`config.mk`:
```
export PLATFORM = sky130hd
export DESIGN_NAME = ob_xlat
export DESIGN_NICKNAME = d
export VERILOG_FILES = /design/src/rtl/ob_xlat_pkg.sv /design/src/rtl/ob_xlat_regs.sv /design/src/rtl/ob_xlat_match.sv /design/src/rtl/ob_xlat_pick.sv /design/src/rtl/ob_xlat.sv
export SDC_FILE = /design/constraint.sdc
export NUM_CORES = 1
export LEC_CHECK = 0
export ABC_AREA = 1
export BUFFER_PORTS_ARGS = -buffer_cell sky130_fd_sc_hd__buf_2
export CAP_MARGIN = 20
export CELL_PAD_IN_SITES_DETAIL_PLACEMENT = 1
export CELL_PAD_IN_SITES_GLOBAL_PLACEMENT = 1
export CORE_UTILIZATION = 35
export CTS_BUF_LIST = sky130_fd_sc_hd__clkbuf_8 sky130_fd_sc_hd__clkbuf_16
export CTS_CLUSTER_SIZE = 8
export DETAILED_ROUTE_END_ITERATION = 12
export GPL_TIMING_DRIVEN = 0
export MAX_ROUTING_LAYER = met4
export PLACE_DENSITY = 0.7
export SETUP_SLACK_MARGIN = 0.4
export SLEW_MARGIN = 20
export SYNTH_ARGS = -nofsm -noshare
export SYNTH_HDL_FRONTEND = slang
export SYNTH_SLANG_ARGS = --single-unit
export TNS_END_PERCENT = 30
```
`constraint.sdc`:
```
create_clock -name clk -period 4.1 [get_ports clk]
set_input_delay 0.205 -clock clk [delete_from_list [all_inputs] [get_ports clk]]
set_output_delay 0.205 -clock clk [all_outputs]
set_load 0.01 [all_outputs]
```
`src/rtl/ob_xlat_pkg.sv`:
```
package ob_xlat_pkg;
  localparam int LA_W           = 32;
  localparam int XA_W           = 64;
  localparam int EXT_W          = 12;
  localparam int PAGE_LOG       = 12;
  localparam int PG_W           = LA_W - PAGE_LOG;
  localparam int SZ_W           = 5;
  localparam int TT_W           = 4;
  localparam int CFG_AW         = 12;
  localparam int CFG_DW         = 32;
  localparam int WIN_STRIDE_LOG = 5;
  localparam int ATTR_EN_BIT    = 31;
  localparam int ATTR_TT_LSB    = 8;
  localparam logic [CFG_AW-1:0] WIN_OFS = 12'hC00;

  typedef enum logic [1:0] {
    REG_XLAT = 2'd0,
    REG_XEXT = 2'd1,
    REG_BASE = 2'd2,
    REG_ATTR = 2'd3
  } reg_sel_e;

  typedef struct packed {
    logic             en;
    logic [SZ_W-1:0]  szc;
    logic [TT_W-1:0]  tt;
    logic [PG_W-1:0]  base;
    logic [PG_W-1:0]  xlat;
    logic [EXT_W-1:0] xext;
  } win_cfg_t;

  // Mask of the address bits that lie inside a window of size code c.
  function automatic logic [LA_W-1:0] low_mask(input logic [SZ_W-1:0] c);
    logic [LA_W-1:0] ones;
    ones = '1;
    return ~(ones << (int'(c) + PAGE_LOG));
  endfunction
endpackage

```
`src/rtl/ob_xlat_regs.sv`:
```
module ob_xlat_regs
  import ob_xlat_pkg::*;
#(
  parameter int NUM_WIN = 5
) (
  input  logic                    clk,
  input  logic                    rst_n,
  input  logic                    cfg_wr,
  input  logic                    cfg_rd,
  input  logic [CFG_AW-1:0]       cfg_addr,
  input  logic [CFG_DW-1:0]       cfg_wdata,
  output logic [CFG_DW-1:0]       cfg_rdata,
  output win_cfg_t [NUM_WIN-1:0]  win_o
);
  localparam int SPAN = NUM_WIN << WIN_STRIDE_LOG;
  localparam win_cfg_t RST_W0 = '{en: 1'b1, default: '0};

  logic [CFG_AW-1:0]                rel;
  logic                             in_win;
  logic                             slot_ok;
  logic                             acc_ok;
  logic [CFG_AW-WIN_STRIDE_LOG-1:0] idx;
  reg_sel_e                         sel;
  logic [CFG_DW-1:0]                rd_d;
  logic                             unused_wbits;

  assign unused_wbits = ^cfg_wdata;

  // Offset decode shared by reads and writes
  always_comb begin
    rel     = cfg_addr - WIN_OFS;
    in_win  = (cfg_addr >= WIN_OFS) && (int'(rel) < SPAN);
    slot_ok = (rel[1:0] == 2'b00) && (rel[WIN_STRIDE_LOG-1:4] == '0);
    acc_ok  = in_win && slot_ok;
    idx     = rel[CFG_AW-1:WIN_STRIDE_LOG];
    sel     = reg_sel_e'(rel[3:2]);
  end

  for (genvar w = 0; w < NUM_WIN; w++) begin : g_win
    win_cfg_t cur_q;
    win_cfg_t nxt_d;
    logic     we;

    assign we       = cfg_wr && acc_ok && (int'(idx) == w);
    assign win_o[w] = cur_q;

    always_comb begin
      nxt_d = cur_q;
      case (sel)
        REG_XLAT: nxt_d.xlat = cfg_wdata[LA_W-1:PAGE_LOG];
        REG_XEXT: nxt_d.xext = cfg_wdata[EXT_W-1:0];
        REG_BASE: nxt_d.base = cfg_wdata[LA_W-1:PAGE_LOG];
        default: begin
          nxt_d.en  = cfg_wdata[ATTR_EN_BIT];
          nxt_d.tt  = cfg_wdata[ATTR_TT_LSB +: TT_W];
          nxt_d.szc = cfg_wdata[SZ_W-1:0];
        end
      endcase
    end

    always_ff @(posedge clk or negedge rst_n) begin
      if (!rst_n)  cur_q <= (w == 0) ? RST_W0 : '0;
      else if (we) cur_q <= nxt_d;
    end
  end

  // Read mux: unused offsets and unused bits read as zero
  always_comb begin
    rd_d = '0;
    if (acc_ok) begin
      for (int w = 0; w < NUM_WIN; w++) begin
        if (int'(idx) == w) begin
          case (sel)
            REG_XLAT: rd_d[LA_W-1:PAGE_LOG] = win_o[w].xlat;
            REG_XEXT: rd_d[EXT_W-1:0]       = win_o[w].xext;
            REG_BASE: rd_d[LA_W-1:PAGE_LOG] = win_o[w].base;
            default: begin
              rd_d[ATTR_EN_BIT]              = win_o[w].en;
              rd_d[ATTR_TT_LSB +: TT_W]      = win_o[w].tt;
              rd_d[SZ_W-1:0]                 = win_o[w].szc;
            end
          endcase
        end
      end
    end
  end

  always_ff @(posedge clk or negedge rst_n) begin
    if (!rst_n)      cfg_rdata <= '0;
    else if (cfg_rd) cfg_rdata <= rd_d;
  end
endmodule

```
`src/rtl/ob_xlat_match.sv`:
```
module ob_xlat_match
  import ob_xlat_pkg::*;
(
  input  win_cfg_t          cfg,
  input  logic [LA_W-1:0]   addr,
  output logic              hit,
  output logic [XA_W-1:0]   xaddr
);
  logic [LA_W-1:0] msk;
  logic [LA_W-1:0] base_full;
  logic [LA_W-1:0] xlat_full;
  logic            unused_tt;

  assign unused_tt = ^cfg.tt;

  always_comb begin
    msk       = low_mask(cfg.szc);
    base_full = {cfg.base, {PAGE_LOG{1'b0}}};
    xlat_full = {cfg.xlat, {PAGE_LOG{1'b0}}};
    hit       = cfg.en && (((addr ^ base_full) & ~msk) == '0);
    xaddr                 = '0;
    xaddr[LA_W +: EXT_W]  = cfg.xext;
    xaddr[LA_W-1:0]       = (xlat_full & ~msk) | (addr & msk);
  end
endmodule

```
`src/rtl/ob_xlat_pick.sv`:
```
module ob_xlat_pick
  import ob_xlat_pkg::*;
#(
  parameter int NUM_WIN = 5,
  parameter int IDX_W   = 3
) (
  input  logic [NUM_WIN-1:0]            hit,
  input  logic [NUM_WIN-1:0][XA_W-1:0]  xaddr,
  input  logic [NUM_WIN-1:0][TT_W-1:0]  tt,
  output logic [IDX_W-1:0]              win,
  output logic [XA_W-1:0]               addr,
  output logic [TT_W-1:0]               ttype
);
  // Scan downward so the lowest hitting index is kept; no hit leaves 0.
  always_comb begin
    win = '0;
    for (int i = NUM_WIN - 1; i >= 0; i--) begin
      if (hit[i]) win = IDX_W'(i);
    end
    addr  = xaddr[win];
    ttype = tt[win];
  end
endmodule

```
`src/rtl/ob_xlat.sv`:
```
module ob_xlat
  import ob_xlat_pkg::*;
#(
  parameter  int NUM_WIN = 5,
  localparam int IDX_W   = (NUM_WIN > 1) ? $clog2(NUM_WIN) : 1
) (
  input  logic              clk,
  input  logic              rst_n,
  input  logic              cfg_wr,
  input  logic              cfg_rd,
  input  logic [CFG_AW-1:0] cfg_addr,
  input  logic [CFG_DW-1:0] cfg_wdata,
  output logic [CFG_DW-1:0] cfg_rdata,
  input  logic              req_valid,
  input  logic [LA_W-1:0]   req_addr,
  output logic              rsp_valid,
  output logic [XA_W-1:0]   rsp_addr,
  output logic [TT_W-1:0]   rsp_ttype,
  output logic [IDX_W-1:0]  rsp_win
);
  win_cfg_t [NUM_WIN-1:0]           win_cfg;
  logic [NUM_WIN-1:0]               hit;
  logic [NUM_WIN-1:0][XA_W-1:0]     xa;
  logic [NUM_WIN-1:0][TT_W-1:0]     tt;
  logic [IDX_W-1:0]                 pick_win;
  logic [XA_W-1:0]                  pick_addr;
  logic [TT_W-1:0]                  pick_tt;
  logic                             rsp_valid_d;

  ob_xlat_regs #(.NUM_WIN(NUM_WIN)) u_regs (
    .clk       (clk),
    .rst_n     (rst_n),
    .cfg_wr    (cfg_wr),
    .cfg_rd    (cfg_rd),
    .cfg_addr  (cfg_addr),
    .cfg_wdata (cfg_wdata),
    .cfg_rdata (cfg_rdata),
    .win_o     (win_cfg)
  );

  for (genvar w = 0; w < NUM_WIN; w++) begin : g_cmp
    ob_xlat_match u_match (
      .cfg   (win_cfg[w]),
      .addr  (req_addr),
      .hit   (hit[w]),
      .xaddr (xa[w])
    );
    assign tt[w] = win_cfg[w].tt;
  end

  ob_xlat_pick #(.NUM_WIN(NUM_WIN), .IDX_W(IDX_W)) u_pick (
    .hit   (hit),
    .xaddr (xa),
    .tt    (tt),
    .win   (pick_win),
    .addr  (pick_addr),
    .ttype (pick_tt)
  );

  assign rsp_valid_d = req_valid;

  always_ff @(posedge clk or negedge rst_n) begin
    if (!rst_n) rsp_valid <= 1'b0;
    else        rsp_valid <= rsp_valid_d;
  end

  always_ff @(posedge clk or negedge rst_n) begin
    if (!rst_n) begin
      rsp_addr  <= '0;
      rsp_ttype <= '0;
      rsp_win   <= '0;
    end else if (req_valid) begin
      rsp_addr  <= pick_addr;
      rsp_ttype <= pick_tt;
      rsp_win   <= pick_win;
    end
  end
endmodule

```
==> results by group <==
Placed design
  – RD Place Congestion: 1.05
  – Inst Count DP: 4,593
  – DPL Wire Length: ~110,000 um
  – PortBufs: 143
  – Placement Setup Slack: -972 ps
  – Placed cell area: around 26,000 um2

Floorplanning
  – I/O Pins: 185
  – Initial core utilization: 0.354
  – Die extent in x: 266 um
  – Core area: slightly below 70,000 um2
  – Chip height: 266 um
  – DIE AREA: 70,600 um2
  – Rows: between 90 and 100

Synth
  – Synth warn: 0
  – Seq cells post-synth: 394
  – Largest family of logic cells by synthesized area: simple AND/OR/NAND/NOR gates
  – Synth Area in XOR/XNOR: 0.0317
  – Seq/Total Area, Yosys: 0.405
  – Multiplexer share of the synthesized area: 0.00185
  – Synth Area in Simple Gates: 0.292
  – Synthesized instance count: 3,493
  – Synthesized area: 24,300 um2
  – Post-Synth Adder-Cell Area: 0.0113
  – Mapped Avg Cell Area: 6.97 um2
  – Top FF cell, synth: dfrtp_1
  – Synth async-reset ratio: 1.00
  – Unique cell type count in the Yosys netlist: 54
  – EDFF count, synth: 0
  – Compound-gate portion of the synthesized area: 0.172

Run status
  – Status: completed

Critical path
  – CP max stage cell: clkbuf_1
  – Slowest cell delay on critical path: 890 ps
  – Crit start category: input pin
  – Critical R2R Launch: u_regs.win_o[306]
  – Critical Path AT: 4260 ps
  – R2R setup slack: around 470 ps
  – CP max FO: 10
  – Worst Reg-to-Reg Cells: 21
  – Critical path buffers and inverters: 4
  – Terminus of the critical flop-to-flop path: rsp_addr[25]
  – Top delay family on crit path: simple AND/OR/NAND/NOR gates
  – Crit-path cells: buf_2 -> ha_1 -> inv_1 -> nand2_1 -> nor3_2 -> nand2_1 -> inv_1 -> clkbuf_1 -> nand3_1 -> a21oi_1 -> o21ai_0 -> o21ai_0 -> nand2_1 -> nand3_1 -> o21ai_0
  – CP required: 4580 ps
  – CP Capture Type: register
  – Critical path class: in -> reg

Global route
  – Met3 usage: 0.0721
  – Met1 usage: 0.574
  – Grt total ovfl: 0
  – Antenna violations before repair: 6
  – Largest net degree at the start of global routing: 84
  – Vias in the first global route: 26,400
  – Wire length of the first global-routing pass: 203,000 um
  – Grt peak-use layer: met2
  – Met2 global-route usage: 0.596
  – Global-route usage over all layers: 0.420

Worst hold path
  – WHS Endpoint: u_regs.win_o[125]
  – Worst hold path class: in -> reg
  – Hold depth: 3
  – Hold path startpoint: cfg_wdata[1]

STA
  – Final min period: 3780 ps
  – Post-route setup slack: 320 ps
  – Pins Over Slew Limit: 0
  – Final setup fails: 0
  – F_max: 265 MHz
  – RSZ-0062 raised after global routing: yes
  – Slew HR: 0.220
  – Hold Vio Cnt, Final: 0
  – Clk_skew: 18.2 ps
  – Fin Setup TNS: 0 ps
  – Final period utilization: 0.922
  – Slew @ Worst Pin: 1170 ps

Clock network
  – CTS tree: built
  – Worst-Skew Late Latency: 640 ps
  – Clock sinks: 394
  – Max Root-Sink Buffers: 3
  – Root Buffer: clkbuf_16
  – Clk pin slew, worst setup/hold paths: 50 ps
  – H-tree depth: 2
  – CTS Buf Count: 56

Power
  – Max VDD drop: around 290 uV
  – Lkg Pwr: ~14 nW
  – PD cells: 307 nW/um2
  – Tot Pwr: roughly 9.0 mW

Layout
  – Final instance area: about 30,000 um2
  – Filler-free cell count of the finished design: 4,721
  – Area Overhead vs Synth: 20.4%
  – Layout cells sized above 1: 0.136
  – Nets: 3,869

Detailed routing
  – Drt pass-1 iters: 6
  – Drc violations: 0
  – Initial drt markers: 3,330
  – Routed Antenna Nets: 0
  – Final WL: between 100,000 and 150,000 um
  – Vias per inst: 5.85
  – Routed len/inst: 30.7 um
  – Routed vias: 27,600

Job
  – Max Cap Viol: 0
metal layers:
metal | up-vias | wire length (um) | part of all wire
met5 | - | 0 | 0
met4 | 0 | 8420 | 0.058
met3 | 314 | 13500 | 0.093
met2 | 1485 | 61300 | 0.42
met1 | 13800 | 61900 | 0.43
li1 | 12000 | - | -
state kept, by name (all words and copies together) (netlist names):
signal	cells
rsp_win	3
u_regs.cfg_rdata	32
rsp_addr	44
rsp_valid	1
u_regs.win_o	310
rsp_ttype	4
tightest hold or removal path, delay by kind of cell:
family,cells,cell delay [ps]
buffers and inverters,2,220
AOI/OAI and AO/OA,1,170
repair_timing:
action / in CTS / in global routing
hold buffers: 11 / 0
endpoints found under the hold margin: 292 / 0
setup endpoints to repair: 51 / 62
setup buffers: 13 / 22
pin swaps: 13 / 18
resized for setup: 146 / 84
worst max path at each step:
stage	slack [ps]	from	cells past startpoint	endpoint
2_1_floorplan	1160	u_regs.win_o[58]	22	rsp_addr[8]
3_3_place_gp	-5700	rst_n	1	u_regs.win_o[198]
3_5_place_dp	-970	u_regs.win_o[182]	20	rsp_addr[27]
4_1_cts	400	u_regs.win_o[58]	22	rsp_addr[22]
5_1_grt	320	cfg_addr[10]	15	u_regs.cfg_rdata[17]
6_report	320	cfg_addr[10]	15	u_regs.cfg_rdata[17]
placed cells by master, fill, tap and decap left out, drive strengths merged, types with 4 or more instances in the layout:
cell | netlist | layout
or2 | 7 | 7
clkbuf | 129 | 192
inv | 264 | 280
nand3b | 6 | 6
dfrtp | 393 | 393
nor2 | 191 | 191
xor2 | 74 | 74
mux2 | 4 | 4
o311ai | 4 | 4
a221oi | 8 | 8
ha | 22 | 22
clkinv | 5 | 7
conb | 1 | 20
a31oi | 33 | 33
o21ai | 542 | 542
nand2 | 1148 | 1148
xnor2 | 14 | 14
o22ai | 29 | 29
o2111ai | 11 | 11
o211ai | 20 | 20
dlygate4sd3 | 0 | 11
nand3 | 302 | 302
buf | 98 | 281
nand4 | 32 | 32
a21oi | 117 | 117
nor3 | 24 | 24
final cells by class:
class,instances,area (um2)
fill,8801,39400
multi-input combinational,2622,13100
buffer,227,1280
clock buffer,61,1480
clock inverter,18,100
antenna,3,7.51
inverter,269,1030
timing repair buffer,196,1300
tap,931,1160
sequential,394,9870
cell usage after synthesis, drive strengths merged (29+ instances only):
cell type / n / share of area
a31oi: 33 / 0.0085
nand3: 302 / 0.062
dfrtp: 393 / 0.40
clkbuf: 129 / 0.020
nand2: 1148 / 0.18
a21oi: 117 / 0.025
inv: 264 / 0.041
o22ai: 29 / 0.0075
xor2: 74 / 0.027
buf: 98 / 0.025
nand4: 32 / 0.0082
nor2: 191 / 0.032
o21ai: 542 / 0.11
cell families (layout without fill, tap and decap cells):
family | count (synthesis) | count (layout)
XOR/XNOR | 88 | 88
adder cells (fa/ha/maj) | 22 | 22
buffers and inverters | 496 | 771
AND/OR/NAND/NOR | 1715 | 1715
AO/OA/AOI/OAI | 773 | 773
flip-flops | 394 | 394
multiplexers | 4 | 4
other | 1 | 23
through the flow:
step | hold slack, ps | utilization
3_5_place_dp | 109 | 0.385
6_report | 13.0 | 0.427
3_3_place_gp | 329 | 0.383
5_1_grt | 26.0 | 0.426
2_1_floorplan | -90.6 | -
4_1_cts | 0.995 | 0.418
power by group:
part / total, mW / internal, mW / switching (mW)
clock: 4.39 / 2.52 / 1.86
sequential: 3.91 / 3.91 / 0.00734
combinational: 0.697 / 0.161 / 0.536
Power figures use the tool's default switching activity.
